$ cat src/rtl/cfg_smbus_pkg.sv
package cfg_smbus_pkg;
  localparam int NUM_REGS_DEF = 21;
  localparam int LIMIT_IDX    = 8;
  localparam int PAIR_BASE    = 11;
  localparam int NUM_PAIRS    = 2;
  localparam logic [7:0] WR_ADDR_DEF = 8'hD2;
  localparam logic [7:0] RD_ADDR_DEF = 8'hD3;

  typedef enum logic [2:0] {
    ST_IDLE, ST_RX, ST_ACK, ST_TX, ST_MACK, ST_WAIT
  } bus_st_e;

  function automatic logic [7:0] reg_default(input int idx);
    if (idx >= 1 && idx <= 6) return 8'hFF;
    else if (idx == LIMIT_IDX) return 8'h08;
    else if (idx == 9) return 8'h10;
    else return 8'h00;
  endfunction

  function automatic bit is_pair_lo(input int idx);
    return idx >= PAIR_BASE && idx < PAIR_BASE + 2*NUM_PAIRS && ((idx - PAIR_BASE) % 2 == 0);
  endfunction

  function automatic bit is_pair_hi(input int idx);
    return idx >= PAIR_BASE && idx < PAIR_BASE + 2*NUM_PAIRS && ((idx - PAIR_BASE) % 2 == 1);
  endfunction
endpackage

$ cat src/rtl/smbus_line_sync.sv
module smbus_line_sync #(
  parameter int STAGES = 2
) (
  input  logic clk_i,
  input  logic rst_ni,
  input  logic scl_i,
  input  logic sda_i,
  output logic sda_o,
  output logic scl_rise_o,
  output logic scl_fall_o,
  output logic start_o,
  output logic stop_o
);
  logic [STAGES-1:0] scl_ff, sda_ff;
  logic scl_q, sda_q;
  logic scl_s, sda_s;

  assign scl_s = scl_ff[STAGES-1];
  assign sda_s = sda_ff[STAGES-1];

  always_ff @(posedge clk_i or negedge rst_ni) begin
    if (!rst_ni) begin
      scl_ff <= '1;
      sda_ff <= '1;
      scl_q  <= 1'b1;
      sda_q  <= 1'b1;
    end else begin
      scl_ff <= {scl_ff[STAGES-2:0], scl_i};
      sda_ff <= {sda_ff[STAGES-2:0], sda_i};
      scl_q  <= scl_s;
      sda_q  <= sda_s;
    end
  end

  assign sda_o      = sda_s;
  assign scl_rise_o = scl_s & ~scl_q;
  assign scl_fall_o = ~scl_s & scl_q;
  // SDA edges while SCL stays high
  assign start_o    = scl_s & scl_q & sda_q & ~sda_s;
  assign stop_o     = scl_s & scl_q & ~sda_q & sda_s;
endmodule

$ cat src/rtl/smbus_slave_fsm.sv
module smbus_slave_fsm
  import cfg_smbus_pkg::*;
#(
  parameter logic [7:0] WR_ADDR = WR_ADDR_DEF,
  parameter logic [7:0] RD_ADDR = RD_ADDR_DEF
) (
  input  logic       clk_i,
  input  logic       rst_ni,
  input  logic       sda_i,
  input  logic       scl_rise_i,
  input  logic       scl_fall_i,
  input  logic       start_i,
  input  logic       stop_i,
  input  logic [7:0] limit_i,
  input  logic [7:0] rd_byte_i,
  output logic [7:0] rd_ptr_o,
  output logic       wr_en_o,
  output logic [7:0] wr_idx_o,
  output logic [7:0] wr_data_o,
  output logic       txn_start_o,
  output logic       sda_oe_o
);
  bus_st_e    st_q;
  logic [3:0] bit_q;
  logic [7:0] sh_q, tx_q, pos_q, ptr_q;
  logic       addr_ph_q, rd_q, ack_q, mack_q;
  logic [7:0] rx_byte;

  assign rx_byte = {sh_q[6:0], sda_i};

  always_ff @(posedge clk_i or negedge rst_ni) begin
    if (!rst_ni) begin
      st_q        <= ST_IDLE;
      bit_q       <= '0;
      sh_q        <= '0;
      tx_q        <= '1;
      pos_q       <= '0;
      ptr_q       <= '0;
      addr_ph_q   <= 1'b0;
      rd_q        <= 1'b0;
      ack_q       <= 1'b0;
      mack_q      <= 1'b0;
      wr_en_o     <= 1'b0;
      wr_idx_o    <= '0;
      wr_data_o   <= '0;
      txn_start_o <= 1'b0;
    end else begin
      wr_en_o     <= 1'b0;
      txn_start_o <= 1'b0;
      if (start_i) begin
        st_q        <= ST_RX;
        bit_q       <= '0;
        addr_ph_q   <= 1'b1;
        pos_q       <= '0;
        txn_start_o <= 1'b1;
      end else if (stop_i) begin
        st_q <= ST_IDLE;
      end else begin
        case (st_q)
          ST_RX: begin
            if (scl_rise_i) begin
              sh_q  <= rx_byte;
              bit_q <= bit_q + 4'd1;
              if (bit_q == 4'd7) begin
                if (addr_ph_q) begin
                  ack_q <= (rx_byte == WR_ADDR) || (rx_byte == RD_ADDR);
                  rd_q  <= (rx_byte == RD_ADDR);
                end else begin
                  ack_q <= 1'b1;
                  // positions 0 and 1 are framing bytes
                  if (pos_q >= 8'd2) begin
                    wr_en_o   <= 1'b1;
                    wr_idx_o  <= pos_q - 8'd2;
                    wr_data_o <= rx_byte;
                  end
                  if (pos_q != 8'hFF) pos_q <= pos_q + 8'd1;
                end
              end
            end else if (scl_fall_i && bit_q == 4'd8) begin
              st_q <= ack_q ? ST_ACK : ST_WAIT;
            end
          end
          ST_ACK: begin
            if (scl_fall_i) begin
              bit_q     <= '0;
              addr_ph_q <= 1'b0;
              if (rd_q) begin
                st_q  <= ST_TX;
                tx_q  <= limit_i;
                ptr_q <= '0;
              end else begin
                st_q <= ST_RX;
              end
            end
          end
          ST_TX: begin
            if (scl_rise_i) begin
              bit_q <= bit_q + 4'd1;
            end else if (scl_fall_i) begin
              if (bit_q == 4'd8) begin
                st_q  <= ST_MACK;
                bit_q <= '0;
              end else begin
                tx_q <= {tx_q[6:0], 1'b1};
              end
            end
          end
          ST_MACK: begin
            if (scl_rise_i) begin
              mack_q <= ~sda_i;
            end else if (scl_fall_i) begin
              if (mack_q) begin
                st_q <= ST_TX;
                tx_q <= (ptr_q <= limit_i) ? rd_byte_i : 8'hFF;
                if (ptr_q != 8'hFF) ptr_q <= ptr_q + 8'd1;
              end else begin
                st_q <= ST_WAIT;
              end
            end
          end
          default: ;
        endcase
      end
    end
  end

  assign rd_ptr_o = ptr_q;
  assign sda_oe_o = (st_q == ST_ACK) || (st_q == ST_TX && !tx_q[7]);
endmodule

$ cat src/rtl/cfg_reg_bank.sv
module cfg_reg_bank
  import cfg_smbus_pkg::*;
#(
  parameter int NUM_REGS = NUM_REGS_DEF,
  localparam int RW = NUM_REGS * 8,
  localparam int IW = $clog2(NUM_REGS)
) (
  input  logic          clk_i,
  input  logic          rst_ni,
  input  logic          txn_start_i,
  input  logic          wr_en_i,
  input  logic [7:0]    wr_idx_i,
  input  logic [7:0]    wr_data_i,
  input  logic [7:0]    rd_ptr_i,
  output logic [7:0]    rd_byte_o,
  output logic [7:0]    limit_o,
  output logic [RW-1:0] regs_o
);
  logic [NUM_PAIRS-1:0] commit_w;

  for (genvar p = 0; p < NUM_PAIRS; p++) begin : g_pair
    localparam int LO = PAIR_BASE + 2*p;
    logic [7:0] shadow_q;
    logic       seen_q;
    always_ff @(posedge clk_i or negedge rst_ni) begin
      if (!rst_ni) begin
        shadow_q <= '0;
        seen_q   <= 1'b0;
      end else if (txn_start_i) begin
        seen_q <= 1'b0;
      end else if (wr_en_i && wr_idx_i == 8'(LO)) begin
        shadow_q <= wr_data_i;
        seen_q   <= 1'b1;
      end
    end
    assign commit_w[p] = wr_en_i && (wr_idx_i == 8'(LO + 1)) && seen_q;
  end

  for (genvar r = 0; r < NUM_REGS; r++) begin : g_reg
    localparam bit IS_LO = is_pair_lo(r);
    localparam bit IS_HI = is_pair_hi(r);
    localparam int PI    = (IS_LO || IS_HI) ? (r - PAIR_BASE) / 2 : 0;
    logic [7:0] val_q;
    if (IS_LO) begin : g_lo
      always_ff @(posedge clk_i or negedge rst_ni) begin
        if (!rst_ni) val_q <= reg_default(r);
        else if (commit_w[PI]) val_q <= g_pair[PI].shadow_q;
      end
    end else if (IS_HI) begin : g_hi
      always_ff @(posedge clk_i or negedge rst_ni) begin
        if (!rst_ni) val_q <= reg_default(r);
        else if (commit_w[PI]) val_q <= wr_data_i;
      end
    end else begin : g_plain
      logic zero_block;
      assign zero_block = (r == LIMIT_IDX) && (wr_data_i == 8'h00);
      always_ff @(posedge clk_i or negedge rst_ni) begin
        if (!rst_ni) val_q <= reg_default(r);
        else if (wr_en_i && wr_idx_i == 8'(r) && !zero_block) val_q <= wr_data_i;
      end
    end
    assign regs_o[r*8 +: 8] = val_q;
  end

  assign rd_byte_o = (rd_ptr_i < 8'(NUM_REGS)) ? regs_o[{rd_ptr_i[IW-1:0], 3'b000} +: 8] : 8'hFF;
  assign limit_o   = regs_o[LIMIT_IDX*8 +: 8];
endmodule

$ cat src/rtl/cfg_smbus_slave.sv
module cfg_smbus_slave
  import cfg_smbus_pkg::*;
#(
  parameter int NUM_REGS = NUM_REGS_DEF,
  parameter int SYNC_STAGES = 2,
  parameter logic [7:0] WR_ADDR = WR_ADDR_DEF,
  parameter logic [7:0] RD_ADDR = RD_ADDR_DEF
) (
  input  logic                  clk_i,
  input  logic                  rst_ni,
  input  logic                  scl_i,
  input  logic                  sda_i,
  output logic                  sda_oe_o,
  output logic [NUM_REGS*8-1:0] regs_o
);
  logic       sda_w, scl_rise_w, scl_fall_w, start_w, stop_w;
  logic       wr_en_w, txn_start_w;
  logic [7:0] wr_idx_w, wr_data_w, rd_ptr_w, rd_byte_w, limit_w;

  smbus_line_sync #(.STAGES(SYNC_STAGES)) u_sync (
    .clk_i      (clk_i),
    .rst_ni     (rst_ni),
    .scl_i      (scl_i),
    .sda_i      (sda_i),
    .sda_o      (sda_w),
    .scl_rise_o (scl_rise_w),
    .scl_fall_o (scl_fall_w),
    .start_o    (start_w),
    .stop_o     (stop_w)
  );

  smbus_slave_fsm #(.WR_ADDR(WR_ADDR), .RD_ADDR(RD_ADDR)) u_fsm (
    .clk_i       (clk_i),
    .rst_ni      (rst_ni),
    .sda_i       (sda_w),
    .scl_rise_i  (scl_rise_w),
    .scl_fall_i  (scl_fall_w),
    .start_i     (start_w),
    .stop_i      (stop_w),
    .limit_i     (limit_w),
    .rd_byte_i   (rd_byte_w),
    .rd_ptr_o    (rd_ptr_w),
    .wr_en_o     (wr_en_w),
    .wr_idx_o    (wr_idx_w),
    .wr_data_o   (wr_data_w),
    .txn_start_o (txn_start_w),
    .sda_oe_o    (sda_oe_o)
  );

  cfg_reg_bank #(.NUM_REGS(NUM_REGS)) u_bank (
    .clk_i       (clk_i),
    .rst_ni      (rst_ni),
    .txn_start_i (txn_start_w),
    .wr_en_i     (wr_en_w),
    .wr_idx_i    (wr_idx_w),
    .wr_data_i   (wr_data_w),
    .rd_ptr_i    (rd_ptr_w),
    .rd_byte_o   (rd_byte_w),
    .limit_o     (limit_w),
    .regs_o      (regs_o)
  );
endmodule

$ cat config.mk
export PLATFORM = sky130hd
export DESIGN_NAME = cfg_smbus_slave
export DESIGN_NICKNAME = d
export VERILOG_FILES = /design/src/rtl/cfg_smbus_pkg.sv /design/src/rtl/smbus_line_sync.sv /design/src/rtl/smbus_slave_fsm.sv /design/src/rtl/cfg_reg_bank.sv /design/src/rtl/cfg_smbus_slave.sv
export SDC_FILE = /design/constraint.sdc
export NUM_CORES = 1
export LEC_CHECK = 0
export ABC_AREA = 1
export BUFFER_PORTS_ARGS = -buffer_cell sky130_fd_sc_hd__buf_2
export CORE_ASPECT_RATIO = 2
export CORE_UTILIZATION = 44
export DETAILED_ROUTE_END_ITERATION = 10
export SLEW_MARGIN = 25
export SYNTH_ARGS = -nofsm -noshare
export SYNTH_HDL_FRONTEND = slang
export SYNTH_SLANG_ARGS = --single-unit
$ cat constraint.sdc
create_clock -name clk_i -period 3.51 [get_ports clk_i]
set_input_delay 0 -clock clk_i [delete_from_list [all_inputs] [get_ports clk_i]]
set_output_delay 0 -clock clk_i [all_outputs]
set_load 0.1 [all_outputs]
=== Word-level counts from Yosys, hierarchy flattened ===
Index checks and enable logic that the tools add are counted.

* Flip-flop bits (word level): 252
* Latch bits: 0
* RAM bits: 0
* Bits in read-only memories: 0
* Bits of input ports: 4
* Output and inout bits: 169
* Memories: 0

* Add/sub/neg operators: 4
* Multipliers: 0
* Divide/modulo/power cells: 0
* Magnitude comparators: 3
* Eq/ne operators: 53
* Shift operators: 1
* Muxes and demuxes: 64
* Bitwise logic cells: 15
* Reduce and logical (&&, ||, !) cells: 57

{| class="wikitable"
|+ Operators with widths
! kind !! count
|-
| 2-to-1 mux 8 bit || 23
|-
| variable part select 168 x 9 -> 8 bit || 1
|-
| equality test 8 x 4 -> 1 bit, second input constant || 8
|-
| equality test 8 x 5 -> 1 bit, second input constant || 5
|-
| 2-to-1 mux 3 bit || 12
|-
| equality test 8 x 3 -> 1 bit, second input constant || 4
|-
| 2-to-1 mux 4 bit || 7
|-
| inequality test 4 x 3 -> 1 bit, second input constant || 7
|-
| logical AND 1 bit || 26
|-
| one-hot mux 8 bit (3 select lines) || 1
|-
| AND reduction 6 bit || 3
|-
| AND reduction 9 bit || 2
|-
| nonzero test 2 bit || 9
|-
| 2-to-1 mux 1 bit || 17
|-
| adder 8 x 1 -> 8 bit, second input constant || 2
|-
| equality test 8 x 2 -> 1 bit, second input constant || 2
|-
| equality test 8 bit, second input constant || 2
|-
| zero test 8 bit || 2
|-
| inequality test 8 bit, second input constant || 2
|-
| one-hot mux 8 bit (2 select lines) || 1
|-
| inequality test 2 x 1 -> 1 bit, second input constant || 6
|-
| inequality test 4 bit, second input constant || 3
|-
| one-hot mux 3 bit (4 select lines) || 1
|-
| one-hot mux 4 bit (3 select lines) || 1
|-
| other kinds (28) || 50
|}

=== Longest topological paths before layout ===
* Depth in word-level cells: 8
* Mapped depth: 18
* Gate-level depth less buffers: 15

=== Hierarchy ===
From an unflattened synthesis, not the netlist that was laid out.

* Cells, all modules: 1,656
* Area total of the unflattened synthesis: 12,680.9 µm²

{| class="wikitable"
|+ Modules (own cells, without submodules)
! module !! times used !! cells an instance !! area each (µm²) !! seq. area each (µm²)
|-
| cfg_reg_bank || 1 || 1,183 || 8,962.3 || 4,717.0
|-
| smbus_slave_fsm || 1 || 456 || 3,519.6 || 1,511.4
|-
| smbus_line_sync || 1 || 17 || 198.9 || 157.7
|}

=== Worst setup path before layout ===
Ideal clock, no wire load.

* Kind: reg-to-reg
* Start point: register u_bank.g_reg[8].val_q[7] (netlist: u_bank.limit_o[7])
* End point: register u_fsm.tx_q[1]
* Library setup time: 0.073 ns
* Arrival: 2.154 ns
* Setup slack: 1.283 ns
* Stages on the path, launching flop included: 13
* Buffers on the path: 0
* Period minus slack after synthesis: 2.227 ns
* Path through: dfrtp_1 -> inv_1 -> ha_1 -> nand2_1 -> nor2_1 -> nand2_1 -> nand2_1 -> nand2_1 -> nand2_1 -> nor2_1 -> nand2_1 -> nand2_1 -> a21oi_1

* Longest elaborated chain between the ends: 6

{| class="wikitable"
|+ RTL lines
! what !! line !! RTL
|-
| from (decl) || cfg_reg_bank.sv:43 || <nowiki>logic [7:0] val_q;</nowiki>
|-
| from (signal assigned) || cfg_reg_bank.sv:58 || <nowiki>if (!rst_ni) val_q <= reg_default(r);</nowiki>
|-
| from (signal assigned) || cfg_reg_bank.sv:59 || <nowiki>else if (wr_en_i && wr_idx_i == 8'(r) && !zero_block) val_q <= wr_data_i;</nowiki>
|-
| less-or-equal comparator 8 bit || smbus_slave_fsm.sv:114 || <nowiki>tx_q <= (ptr_q <= limit_i) ? rd_byte_i : 8'hFF;</nowiki>
|-
| 2-to-1 mux 8 bit || smbus_slave_fsm.sv:114 ||
|-
| 2-to-1 mux 8 bit || smbus_slave_fsm.sv:112 || <nowiki>if (mack_q) begin</nowiki>
|-
| 2-to-1 mux 8 bit || smbus_slave_fsm.sv:111 || <nowiki>end else if (scl_fall_i) begin</nowiki>
|-
| 2-to-1 mux 8 bit || smbus_slave_fsm.sv:109 || <nowiki>if (scl_rise_i) begin</nowiki>
|-
| one-hot mux 8 bit (3 select lines) || smbus_slave_fsm.sv:59 || <nowiki>case (st_q)</nowiki>
|-
| to (signal assigned) || smbus_slave_fsm.sv:89 || <nowiki>tx_q <= limit_i;</nowiki>
|-
| to (signal assigned) || smbus_slave_fsm.sv:104 || <nowiki>tx_q <= {tx_q[6:0], 1'b1};</nowiki>
|-
| to (signal assigned) || smbus_slave_fsm.sv:114 ||
|-
| to (decl) || smbus_slave_fsm.sv:25 || <nowiki>logic [7:0] sh_q, tx_q, pos_q, ptr_q;</nowiki>
|}

No other way between the ends. The select of a mux whose other input is x is not followed.
A chain may end at the register's enable or synchronous reset.

=== Worst setup path in the final report ===
* Start point: register u_sync.sda_ff[1]
* End point: register u_fsm.wr_idx_o[7]

* Longest elaborated chain between the ends: 4
* Elaborated cells between the ends (all ways): 6
* Those cells by class: 5 x bitwise; 1 x reduce/logical

{| class="wikitable"
|+ RTL lines
! what !! line !! RTL
|-
| from (decl) || smbus_line_sync.sv:14 || <nowiki>logic [STAGES-1:0] scl_ff, sda_ff;</nowiki>
|-
| from (signal assigned) || smbus_line_sync.sv:29 || <nowiki>sda_ff <= {sda_ff[STAGES-2:0], sda_i};</nowiki>
|-
| inverter 1 bit || smbus_line_sync.sv:39 || <nowiki>assign start_o = scl_s & scl_q & sda_q & ~sda_s;</nowiki>
|-
| bitwise AND 1 bit || smbus_line_sync.sv:39 ||
|-
| inverter 1 bit (no source line) || - ||
|-
| AND reduction 7 bit (no source line) (*) || - ||
|-
| to (signal assigned) || smbus_slave_fsm.sv:73 || <nowiki>wr_idx_o <= pos_q - 8'd2;</nowiki>
|-
| to (decl) || smbus_slave_fsm.sv:18 || <nowiki>output logic [7:0] wr_idx_o,</nowiki>
|}

Every way passes the cells marked *; elsewhere a longest branch is shown, timed or not.

==> flow_summary.ini <==
[final_layout]
regArea_mm2 = 0.00639
area.growth.synth_to_final_pct = 16.1
antenna_cells = 0
drive_above_1_share = 0.192
fill_cells = 2741
nets = 1717
multiInputGateArea_mm2 = 0.00510

[grt]
grt_pass1_vias = 10900
grt-ovfl-total = 0
grt.met1_usage = 0.335
grt_pass1_wl_um = 64300
busiest_layer = met2
use_met2 = 0.539
use_met3 = 0.0281
grtUsageTotal = 0.299
grt_max_degree = 117
grt_antenna_before_repair = 0

[clocking]
cts_buffers = 23
cts_buffer_depth = 3
postCtsSetupBuffers = 0
clockRootBuffer = clkbuf_16
clock-sinks = 252
cts-htree-levels = 1
cts_tree = done
path_clk_slew_ns = 0.07
insertion_delay_ns = 0.54

[logic_synthesis]
ys.flop_type = dfrtp_1
synth_fp_nets = 1578
ys_seq_elements = 252
syn_area_mm2 = 0.0123
syn_area_per_cell_um2 = 7.92
synth_cells = 1555
synth_top_area_frac = 0.382
async_reset_ff_frac = 1.00
synth_edf_count = 0
synthDistinctLibCells = 45
yosysSeqAreaShare = 0.519
synth_top_cell_by_area = dfrtp_1
synth.area.top_cells = dfrtp_1 (38%), nand2_1 (16%), dfstp_2 (14%)
synth.most_common_cell = nand2_1
ys_top_cells_by_count = nand2_1 (512), o21ai_0 (201), dfrtp_1 (188)
ys_warn_count = 0

[floorplan]
pin_count = 173
die_area_mm2 = 0.0287
start_util = 0.447
die_h_um = 239
fp.coreArea_mm2 = 0.0275
fp.dieW_um = 120
rows = 86

[hold_path]
whs_endpoint = u_sync.scl_ff[0]
min_path_type = input pin to register
min_from = scl_i
hold_depth = 2

[routing]
drt_iter0_drc = 727
drc = 0
wire_per_inst_um = 20.4
viasPerCell = 5.46
ant_nets = 0
drt-total-wl_um = 42100
vias = 11300
dr.pass1.iters = 5

[critical_path]
r2r_slack_ns = 0.96
arrival_ns = 3.00
reg2reg_depth = 11
critPathKind = register to register
cp-start-kind = register
worstSetupEndpointType = register
path_max_fanout = 32
crit_required_ns = 3.96
rr_startpoint = u_sync.sda_ff[1]
r2r-end = u_fsm.wr_idx_o[7]

[sta]
rsz0062_at_grt = no
fin_crit_ns = 2.55
drv_slew = 0
final.setup.tns_ns = 0
hold_viol_final = 0
timing.final.crit_share = 0.727
worst_slew_pin_slew_ns = 0.909
maxClockFrequency_mhz = 392
finClkSkew_ns = 0.0264
relSlewSlack = 0.394
setup_viol = 0

[power_and_ir_drop]
pwr-share-clk = 0.372
pwr-share-comb = 0.174
p_sw_mw = 2.20
switching_share = 0.307
cell_internal_pwr_mw = 4.97
peakVddDrop_mv = 0.360
power_density_mw_per_mm2 = 502
total_power_mw = 7.17
power_frac_seq = 0.454
leakage_nw = 6.90

[placed_design]
port_buffers = 172
hpwl_um = 30600
gp_congestion = 0.893

[run_status]
outcome = complete, no violations

[run]
max_cap_violations = 0
sequential cells by signal, summed over array words and instances (netlist names), 3 cells and up:
name / cells
u_bank.limit_o: 8
u_fsm.bit_q: 4
u_bank.g_pair.shadow_q: 16
u_fsm.wr_idx_o: 8
u_fsm.sh_q: 7
u_fsm.rd_ptr_o: 8
u_fsm.tx_q: 8
u_fsm.wr_data_o: 8
u_fsm.pos_q: 8
u_fsm.st_q: 3
u_bank.g.val_q: 160
cell families (layout without fill, tap and decap cells):
group / Yosys count / count (layout) / synth area share
adder cells (fa/ha/maj): 19 / 19 / 0.0193
multiplexers: 8 / 8 / 0.00732
buffers and inverters: 212 / 368 / 0.0675
AO/OA/AOI/OAI: 298 / 298 / 0.126
XOR/XNOR: 11 / 11 / 0.00783
AND/OR/NAND/NOR: 755 / 755 / 0.254
flip-flops: 252 / 252 / 0.519
cell type report:
class / instances / share of cell area
Tap cell: 352 / 0.0308
Sequential cell: 252 / 0.447
Clock inverter: 9 / 0.00727
Clock buffer: 33 / 0.0485
Timing Repair Buffer: 197 / 0.0755
Inverter: 129 / 0.0339
Multi-Input combinational cell: 1091 / 0.357
worst max-delay path by stage:
stage | startpoint | endpoint | slack [ns] | cells after the start
floorplan | u_bank.limit_o[7] | u_fsm.tx_q[1] | 1.28 | 12
CTS | u_sync.sda_ff[1] | u_fsm.wr_data_o[2] | 0.96 | 10
global placement | u_sync.sda_ff[1] | u_fsm.wr_data_o[0] | 0.98 | 10
global route | u_sync.sda_ff[1] | u_fsm.wr_idx_o[1] | 0.76 | 11
detailed placement | u_sync.sda_ff[1] | u_fsm.wr_data_o[2] | 0.96 | 10
finish | u_sync.sda_ff[1] | u_fsm.wr_idx_o[7] | 0.96 | 11
worst max-delay path: stages (launching register included):
cell and delay, ns:
dfstp_2 0.60, inv_1 0.11, nand3_1 0.08, buf_4 0.20
nand2_1 0.13, inv_2 0.15, nand3_4 0.19, nor2_2 0.18
nand2_1 0.14, nor2_4 0.47, nor2_1 0.08, a21oi_1 0.13
routing by layer:
layer	share of wire	vias up
li1	-	5288
met1	0.36	5421
met2	0.52	421
met3	0.048	124
met4	0.065	0
met5	0	-
cells in the final DEF (no fill, tap or decap), types with 23 or more instances in the layout:
| cell | count |
|---|---|
| a21oi_1 | 35 |
| dfrtp_1 | 187 |
| o21ai_0 | 201 |
| dfstp_2 | 64 |
| clkbuf_16 | 23 |
| nand3_1 | 95 |
| nand2_1 | 512 |
| o21ai_1 | 37 |
| inv_1 | 120 |
| buf_2 | 171 |
| nor2_1 | 107 |
per-stage QoR:
| step | setup WS, ns | hold slack [ns] | std cells | util | cell area (um^2) |
|---|---|---|---|---|---|
| detailed placement | 0.958 | 0.111 | 2018 | 0.489 | 13500 |
| CTS | 0.955 | 0.108 | 2063 | 0.519 | 14300 |
| floorplan | 1.28 | -0.296 | 1555 | - | 12300 |
| global placement | 0.976 | 0.108 | 2018 | 0.489 | 13500 |
| global route | 0.763 | 0.111 | 2063 | 0.519 | 14300 |
| finish | 0.957 | 0.120 | 2063 | 0.519 | 14300 |
power by group through the flow:
stage,sequential [mW],combinational (mW),clock (mW)
after floorplan,3.22,0.942,0
after global placement,3.30,1.23,0
after detailed placement,3.30,1.24,0
after CTS,3.25,1.24,2.71
after global routing,3.27,1.41,2.81
final,3.26,1.25,2.67
what timing repair did:
| item | in CTS | in global routing |
|---|---|---|
| gates resized for setup | 0 | 0 |
| hold endpoints to repair | 99 | 0 |
| hold buffers | 3 | 0 |
Note: power is estimated with default switching activity, not from simulation.
